===== src/rtl/sd_gap_pkg.sv =====
package sd_gap_pkg;
  localparam int CTL_W      = 4;
  localparam int CTL_STOP   = 0;
  localparam int CTL_CONT   = 1;
  localparam int CTL_RDWAIT = 2;
  localparam int CTL_GAPIE  = 3;

  typedef enum logic [1:0] {
    ST_IDLE  = 2'd0,
    ST_XFER  = 2'd1,
    ST_PAUSE = 2'd2,
    ST_DONE  = 2'd3
  } gap_state_e;
endpackage


===== src/rtl/gap_ctl_regs.sv =====
module gap_ctl_regs
  import sd_gap_pkg::*;
(
  input  logic             clk,
  input  logic             rst,
  input  logic             wr_en,
  input  logic [CTL_W-1:0] wr_data,
  input  logic             restart,
  input  logic             done_clr,
  output logic             stop_q,
  output logic             cont_q,
  output logic             rdwait_q,
  output logic             gapie_q,
  output logic             rdwait_nxt
);
  logic stop_n, cont_n, rdwait_n, gapie_n;

  always_comb begin
    stop_n   = stop_q;
    cont_n   = cont_q;
    rdwait_n = rdwait_q;
    gapie_n  = gapie_q;
    if (wr_en) begin
      stop_n   = wr_data[CTL_STOP];
      rdwait_n = wr_data[CTL_RDWAIT];
      gapie_n  = wr_data[CTL_GAPIE];
      if (wr_data[CTL_CONT] && !wr_data[CTL_STOP]) cont_n = 1'b1;
    end
    if (done_clr) stop_n = 1'b0;
    if (restart)  cont_n = 1'b0;
  end

  assign rdwait_nxt = rdwait_n;

  always_ff @(posedge clk) begin
    if (rst) begin
      stop_q   <= 1'b0;
      cont_q   <= 1'b0;
      rdwait_q <= 1'b0;
      gapie_q  <= 1'b0;
    end else begin
      stop_q   <= stop_n;
      cont_q   <= cont_n;
      rdwait_q <= rdwait_n;
      gapie_q  <= gapie_n;
    end
  end

  AST_CONT_GATED: assert property (@(posedge clk) disable iff (rst)
    (wr_en && wr_data[CTL_STOP] && !cont_q) |=> !cont_q);
  AST_DONE_CLR_STOP: assert property (@(posedge clk) disable iff (rst)
    done_clr |=> !stop_q);
endmodule


===== src/rtl/gap_blk_counter.sv =====
module gap_blk_counter #(
  parameter int CNT_W = 16
) (
  input  logic             clk,
  input  logic             rst,
  input  logic             load,
  input  logic [CNT_W-1:0] load_val,
  input  logic             dec,
  output logic             last
);
  logic [CNT_W-1:0] cnt_q;

  always_ff @(posedge clk) begin
    if (rst)       cnt_q <= '0;
    else if (load) cnt_q <= load_val;
    else if (dec)  cnt_q <= cnt_q - 1'b1;
  end

  assign last = (cnt_q == CNT_W'(1));

  AST_NO_UNDERFLOW: assert property (@(posedge clk) disable iff (rst)
    dec |-> (cnt_q != '0));
endmodule


===== src/rtl/gap_pause_fsm.sv =====
module gap_pause_fsm
  import sd_gap_pkg::*;
(
  input  logic clk,
  input  logic rst,
  input  logic xfer_start,
  input  logic xfer_is_read,
  input  logic blocks_nz,
  input  logic blk_end,
  input  logic last_blk,
  input  logic stop,
  input  logic cont,
  input  logic rdwait_nxt,
  output logic load,
  output logic dec,
  output logic restart,
  output logic done_clr,
  output logic blk_go,
  output logic rd_active,
  output logic wr_active,
  output logic dat_active,
  output logic dat_inhibit,
  output logic rdwait_req,
  output logic clk_stop_req,
  output logic xfer_done,
  output logic gap_evt
);
  gap_state_e st_q, st_n;
  logic       is_read_q, rd_n;

  always_comb begin
    st_n = st_q;
    load = 1'b0;
    dec  = 1'b0;
    case (st_q)
      ST_IDLE:  if (xfer_start && blocks_nz) begin
                  st_n = ST_XFER;
                  load = 1'b1;
                end
      ST_XFER:  if (blk_end) begin
                  dec = 1'b1;
                  if (last_blk)  st_n = ST_DONE;
                  else if (stop) st_n = ST_PAUSE;
                end
      ST_PAUSE: if (cont && !stop) st_n = ST_XFER;
      ST_DONE:  st_n = ST_IDLE;
      default:  st_n = ST_IDLE;
    endcase
  end

  assign restart  = (st_n == ST_XFER) && (st_q != ST_XFER);
  assign done_clr = (st_q == ST_XFER) && blk_end && last_blk;
  assign rd_n     = load ? xfer_is_read : is_read_q;

  always_ff @(posedge clk) begin
    if (rst) begin
      st_q         <= ST_IDLE;
      is_read_q    <= 1'b0;
      blk_go       <= 1'b0;
      rd_active    <= 1'b0;
      wr_active    <= 1'b0;
      dat_active   <= 1'b0;
      dat_inhibit  <= 1'b0;
      rdwait_req   <= 1'b0;
      clk_stop_req <= 1'b0;
      xfer_done    <= 1'b0;
      gap_evt      <= 1'b0;
    end else begin
      st_q         <= st_n;
      is_read_q    <= rd_n;
      blk_go       <= (st_n == ST_XFER);
      rd_active    <= (st_n == ST_XFER) && rd_n;
      wr_active    <= (st_n == ST_XFER) && !rd_n;
      dat_active   <= (st_n == ST_XFER);
      dat_inhibit  <= (st_n == ST_XFER);
      rdwait_req   <= (st_n == ST_PAUSE) && rd_n && rdwait_nxt;
      clk_stop_req <= (st_n == ST_PAUSE) && rd_n && !rdwait_nxt;
      xfer_done    <= (st_n == ST_DONE);
      gap_evt      <= (st_q == ST_XFER) && (st_n == ST_PAUSE);
    end
  end

  AST_PAUSE_AT_GAP: assert property (@(posedge clk) disable iff (rst)
    (st_q == ST_XFER && !blk_end) |=> (st_q != ST_PAUSE));
  AST_GAP_EVT_ONE: assert property (@(posedge clk) disable iff (rst)
    gap_evt |=> !gap_evt);
  AST_RESUME_GATED: assert property (@(posedge clk) disable iff (rst)
    (st_q == ST_PAUSE && !(cont && !stop)) |=> (st_q == ST_PAUSE));
  AST_PAUSE_QUIET: assert property (@(posedge clk) disable iff (rst)
    (st_q == ST_PAUSE) |-> !(blk_go || dat_active || rd_active || wr_active));
endmodule


===== src/rtl/sd_gap_pause.sv =====
module sd_gap_pause
  import sd_gap_pkg::*;
#(
  parameter int CNT_W = 16
) (
  input  logic             clk,
  input  logic             rst,
  input  logic             ctl_wr_en,
  input  logic [CTL_W-1:0] ctl_wr_data,
  output logic [CTL_W-1:0] ctl_q,
  input  logic             bus_4bit,
  input  logic             xfer_start,
  input  logic             xfer_is_read,
  input  logic [CNT_W-1:0] xfer_blocks,
  input  logic             blk_end,
  output logic             blk_go,
  output logic             rd_active,
  output logic             wr_active,
  output logic             dat_active,
  output logic             dat_inhibit,
  output logic             rdwait_req,
  output logic             clk_stop_req,
  output logic             xfer_done,
  output logic             gap_evt,
  output logic             gap_irq_en
);
  logic stop_q, cont_q, rdwait_q, gapie_q, rdwait_nxt;
  logic load, dec, restart, done_clr, last_blk;

  gap_ctl_regs u_regs (
    .clk(clk), .rst(rst), .wr_en(ctl_wr_en), .wr_data(ctl_wr_data),
    .restart(restart), .done_clr(done_clr),
    .stop_q(stop_q), .cont_q(cont_q), .rdwait_q(rdwait_q), .gapie_q(gapie_q),
    .rdwait_nxt(rdwait_nxt)
  );

  gap_blk_counter #(.CNT_W(CNT_W)) u_cnt (
    .clk(clk), .rst(rst), .load(load), .load_val(xfer_blocks),
    .dec(dec), .last(last_blk)
  );

  gap_pause_fsm u_fsm (
    .clk(clk), .rst(rst), .xfer_start(xfer_start), .xfer_is_read(xfer_is_read),
    .blocks_nz(xfer_blocks != '0), .blk_end(blk_end), .last_blk(last_blk),
    .stop(stop_q), .cont(cont_q), .rdwait_nxt(rdwait_nxt),
    .load(load), .dec(dec), .restart(restart), .done_clr(done_clr),
    .blk_go(blk_go), .rd_active(rd_active), .wr_active(wr_active),
    .dat_active(dat_active), .dat_inhibit(dat_inhibit),
    .rdwait_req(rdwait_req), .clk_stop_req(clk_stop_req),
    .xfer_done(xfer_done), .gap_evt(gap_evt)
  );

  always_comb begin
    ctl_q             = '0;
    ctl_q[CTL_STOP]   = stop_q;
    ctl_q[CTL_CONT]   = cont_q;
    ctl_q[CTL_RDWAIT] = rdwait_q;
    ctl_q[CTL_GAPIE]  = gapie_q;
  end

  assign gap_irq_en = gapie_q && bus_4bit;

  AST_CONT_CLEARS: assert property (@(posedge clk) disable iff (rst)
    $rose(dat_active) |-> !cont_q);
  AST_HOLD_ONLY_READ: assert property (@(posedge clk) disable iff (rst)
    (rdwait_req || clk_stop_req) |-> (!blk_go && !wr_active));
endmodule


===== config.mk =====
export PLATFORM = sky130hd
export DESIGN_NAME = sd_gap_pause
export DESIGN_NICKNAME = d
export VERILOG_FILES = /design/src/rtl/sd_gap_pkg.sv /design/src/rtl/gap_ctl_regs.sv /design/src/rtl/gap_blk_counter.sv /design/src/rtl/gap_pause_fsm.sv /design/src/rtl/sd_gap_pause.sv
export SDC_FILE = /design/constraint.sdc
export NUM_CORES = 1
export LEC_CHECK = 0
export ABC_AREA = 1
export ABC_CLOCK_PERIOD_IN_PS = 2000
export BUFFER_PORTS_ARGS = -buffer_cell sky130_fd_sc_hd__clkbuf_2
export CAP_MARGIN = 20
export CORE_ASPECT_RATIO = 1.25
export CORE_MARGIN = 1.5
export CORE_UTILIZATION = 45
export CTS_CLUSTER_SIZE = 10
export DETAILED_ROUTE_END_ITERATION = 12
export PLACE_DENSITY = 0.73
export SETUP_SLACK_MARGIN = 0.5
export SLEW_MARGIN = 10
export SYNTH_ARGS = -nofsm -noshare
export SYNTH_HDL_FRONTEND = slang
export SYNTH_SLANG_ARGS = --single-unit
export TNS_END_PERCENT = 1

===== constraint.sdc =====
create_clock -name clk -period 2 [get_ports clk]
set_input_delay 0.2 -clock clk [delete_from_list [all_inputs] [get_ports clk]]
set_output_delay 0.2 -clock clk [all_outputs]
set_load 0.02 [all_outputs]

==> qor_table.md <==
| Metric | Value | Unit |
|---|---|---|
| Result of the run | finished, final reports clean | - |
| Total global-route track usage | 0.217 | - |
| Final antenna diode count | 0 | - |
| Kind of cell with the highest combined delay on the critical path | simple AND/OR/NAND/NOR gates | - |
| First-pass GRT wire length | 7.25 | mm |
| CP max FO | 4 | - |
| Synthesized instance count | 290 | - |
| Crit path time final | 1.47 | ns |
| Per-instance average area after synthesis | 6.32 | um^2 |
| Slew of the pin with the lowest slew margin | 0.537 | ns |
| Startpoint of the tightest hold check path | ctl_wr_data[3] | - |
| CP Cell Sequence | inv_2 -> ha_4 -> inv_2 -> nor2_2 -> nand2_1 -> nor2_1 -> nand3_2 -> nand2_2 -> nand2_2 -> nand2_4 -> nand3_4 -> nor2_2 | - |
| CP max-delay cell | sky130_fd_sc_hd__dfxtp_2 | - |
| Total core area | 3850 | um^2 |
| Proportion of netlist area held by the largest area contributor | 0.328 | - |
| Static leakage | 1.15 | nW |
| Sequential share of the synthesized area | 0.328 | - |
| Hold/Removal Path Class | input port to flop | - |
| Total number of yosys warnings | 0 | - |
| Category of the worst setup path capture point | flop | - |
| Placed insts | 372 | - |
| Leading post-synthesis cells by instance count | sky130_fd_sc_hd__nand2_1 (63), sky130_fd_sc_hd__nand3_1 (48), sky130_fd_sc_hd__nor2_1 (48), sky130_fd_sc_hd__inv_1 (38), sky130_fd_sc_hd__dfxtp_1 (30) | - |
| Total DRC errors in the routed layout | 0 | - |
| Kind of critical path | flop to flop | - |
| Overflow left after global routing | 0 | - |
| CTS tree | yes | - |
| Relative slew slack | 0.641 | - |
| Synthesized netlist net count | 319 | - |
| Die W | 60.1 | um |
| Power after layout | 0.00187 | W |
| Worst path max stage delay | 0.33 | ns |
| Total routed wirelength | 4.40 | mm |
| Global routing met1 resource utilization | 0.246 | - |
| Fill cell count | 379 | - |
| Clock Latency Late Sink | 0.28 | ns |
| Post-Synthesis Cell Area | 1830 | um^2 |
| Unrepaired setup endpoints after global routing | yes | - |
| Post-placement setup slack | 0.239 | ns |
| Die Footprint | 4470 | um^2 |
| GRT met3 Usage | 0.0557 | - |
| Number of global-route vias before repair | 1691 | - |
| Synth async-reset ratio | 0 | - |
| Finished Layout Cells | 381 | - |
| Port Buf Inserts | 40 | - |
| Max clock buf depth | 2 | - |
| Minimum setup slack among reg-to-reg paths | 0.53 | ns |
| Arrival @ worst endpoint | 1.70 | ns |
| Ports | 41 | - |
| Worst Hold Depth | 3 | - |
| Worst IR drop on VDD | 0.426 | mV |
| Worst endpoint required time | 2.23 | ns |
| Max-cap check violation count | 0 | - |
| Fraction of met2 tracks used by global routing | 0.377 | - |
| Weighted congestion reported at the end of routability-driven placement | 0.860 | - |
| Initial Utilization | 0.476 | - |
| Via-to-Cell Ratio | 4.96 | - |
| Via count | 1890 | - |
| Synthesis-to-layout area growth | 20.0 | % |
| Number of optimization iterations in the first detailed-route pass | 4 | - |
| Net count, final | 355 | - |
| Clock slew at the register clock pins of the worst setup and hold paths | 0.07 | ns |
| Final count of pins violating max slew | 0 | - |
| Fraction of layout instances using a drive strength above 1 | 0.248 | - |
| Final hold violations | 0 | - |
| H-tree levels | 2 | - |
| Wirelength per Cell | 11.5 | um |
| Worst Setup Slack, final | 0.527 | ns |
| Cell types with the largest area share after synthesis | sky130_fd_sc_hd__dfxtp_1 (33%), sky130_fd_sc_hd__nand3_1 (13%), sky130_fd_sc_hd__nand2_1 (13%), sky130_fd_sc_hd__nor2_1 (9.8%), sky130_fd_sc_hd__inv_1 (7.8%) | - |
| Post-route ant nets | 0 | - |
| Clock buffer count from CTS | 5 | - |
| Maximum number of pins on one net before global-route repair | 21 | - |
| Standard-cell rows | 25 | - |
| Max FFs per register | 16 | - |
| Cell Pwr Density | 848 | nW/um^2 |
| Origin of the critical flop-to-flop path | u_cnt.cnt_q[1] | - |
| Register ranked first by flip-flop count | u_cnt.cnt_q | - |
| Top FF cell, synth | sky130_fd_sc_hd__dfxtp_1 | - |
| CTS Sinks | 30 | - |
| Number of design-rule violations left by the first detailed-router iteration | 120 | - |
| Register bit total from synthesis | 30 | - |
| Count leader, synth | sky130_fd_sc_hd__nand2_1 | - |
| Number of enable flip-flop cells after synthesis | 0 | - |
| Final design utilization | 0.572 | - |
| Cell at the root of the clock tree | sky130_fd_sc_hd__clkbuf_8 | - |
| Fmax | 679 | MHz |
| Post-route clock period utilization | 0.736 | - |
| Launching element type of the critical path | flop | - |
| Post-DP HPWL | 3.20 | mm |
| Largest regs | u_cnt.cnt_q (16), u_fsm.st_q (2) | - |
| Grt peak-use layer | met2 | - |
| Max Clock Skew | 0.00428 | ns |
| Number of buffer and inverter instances along the worst setup path | 2 | - |
| Setup TNS | 0 | ns |
| Worst Reg-to-Reg Cells | 12 | - |
| Antenna violations before repair | 0 | - |
| Library cells used by synthesis | 30 | - |
| Final setup violation count | 0 | - |
| Endpoint of the worst hold path | u_regs.gapie_q | - |
| Reg-to-reg critical path endpoint | u_fsm.rd_active | - |
| Die extent in y | 74.4 | um |
| Largest area contributor in the netlist | sky130_fd_sc_hd__dfxtp_1 | - |
metal layers:
layer  wire (um)  vias up
li1            -      980
met1        1930      824
met2        2140       78
met3         253        8
met4          75        0
met5           0        -
where the power goes:
part           internal, W  switching, W  total, W
clock network     0.000366      0.000236  0.000602
registers         0.000654     0.0000491  0.000703
logic             0.000204      0.000356  0.000561
stage by stage:
step,area [um^2],hold slack [ns]
after detailed placement,2030,0.445
after global placement,2030,0.429
final,2200,0.142
after floorplan,1830,0.284
after CTS,2140,0.140
after global routing,2200,0.163
layout make-up:
| type | instances | area (um^2) | area share |
|---|---|---|---|
| inverter | 40 | 151 | 0.0688 |
| sequential | 30 | 604 | 0.275 |
| tap | 54 | 67.6 | 0.0307 |
| multi-input combinational | 205 | 1040 | 0.472 |
| clock inverter | 3 | 40.0 | 0.0182 |
| clock buffer | 5 | 68.8 | 0.0313 |
| timing repair buffer | 44 | 230 | 0.105 |
cell usage in the layout (no fill, tap or decap):
cell type                    n
sky130_fd_sc_hd__a31oi_1     5
sky130_fd_sc_hd__nand3_1    47
sky130_fd_sc_hd__inv_1      35
sky130_fd_sc_hd__nand3_2     2
sky130_fd_sc_hd__clkbuf_8    5
sky130_fd_sc_hd__xor2_1      5
sky130_fd_sc_hd__nand3_4     1
sky130_fd_sc_hd__nor3_1      2
sky130_fd_sc_hd__nand2_4     2
sky130_fd_sc_hd__nand3b_1    2
sky130_fd_sc_hd__o2111ai_1   1
sky130_fd_sc_hd__a21oi_1     5
sky130_fd_sc_hd__nor2_2      3
sky130_fd_sc_hd__o21ai_0     5
sky130_fd_sc_hd__ha_4        1
sky130_fd_sc_hd__or2_2       2
sky130_fd_sc_hd__or2_4       1
sky130_fd_sc_hd__nand4_1     3
sky130_fd_sc_hd__mux2i_1     1
sky130_fd_sc_hd__nor2_1     45
sky130_fd_sc_hd__dfxtp_2     3
sky130_fd_sc_hd__clkinv_2    3
sky130_fd_sc_hd__ha_1        1
sky130_fd_sc_hd__buf_4       4
sky130_fd_sc_hd__nand2_1    59
sky130_fd_sc_hd__bufinv_16   1
sky130_fd_sc_hd__clkbuf_2   40
sky130_fd_sc_hd__inv_2       4
sky130_fd_sc_hd__nor2_4      2
sky130_fd_sc_hd__o21ai_1     1
sky130_fd_sc_hd__nand2_2     7
sky130_fd_sc_hd__dfxtp_1    27
sky130_fd_sc_hd__a21boi_0    2
repair_timing:
item	4_1_cts	5_1_grt
resized for setup	1	18
hold buffers	0	0
setup buffers	0	1
endpoints found under the setup margin	2	18
cloned	0	0
pin swaps	0	6
worst register-to-register path, cell delays in order (launching register included):
cell                      delay (ns)
sky130_fd_sc_hd__dfxtp_2        0.33
sky130_fd_sc_hd__inv_2          0.08
sky130_fd_sc_hd__ha_4           0.13
sky130_fd_sc_hd__inv_2          0.03
sky130_fd_sc_hd__nor2_2         0.09
sky130_fd_sc_hd__nand2_1        0.05
sky130_fd_sc_hd__nor2_1         0.12
sky130_fd_sc_hd__nand3_2        0.12
sky130_fd_sc_hd__nand2_2        0.09
sky130_fd_sc_hd__nand2_2        0.07
sky130_fd_sc_hd__nand2_4        0.10
sky130_fd_sc_hd__nand3_4        0.09
sky130_fd_sc_hd__nor2_2         0.13
logic make-up after synthesis:
family / synth area share
compound gates: 0.0601
xor+xnor: 0.0239
fa+ha+maj: 0.0136
buf+inv: 0.135
flops: 0.328
mux: 0.00546
simple gates: 0.434
worst max path at each step:
stage / to / cells after the start / start / slack (ns)
after floorplan: u_cnt.cnt_q[4] / 7 / u_cnt.cnt_q[0] / 0.64
after global placement: u_fsm.rdwait_req / 11 / xfer_blocks[2] / 0.34
after detailed placement: u_fsm.rdwait_req / 11 / xfer_blocks[2] / 0.24
after CTS: u_fsm.rdwait_req / 9 / u_fsm.st_q[0] / 0.50
after global routing: u_fsm.rd_active / 12 / u_cnt.cnt_q[1] / 0.43
final: u_fsm.rd_active / 12 / u_cnt.cnt_q[1] / 0.53
No activity file was read; power rests on OpenSTA's default activity.
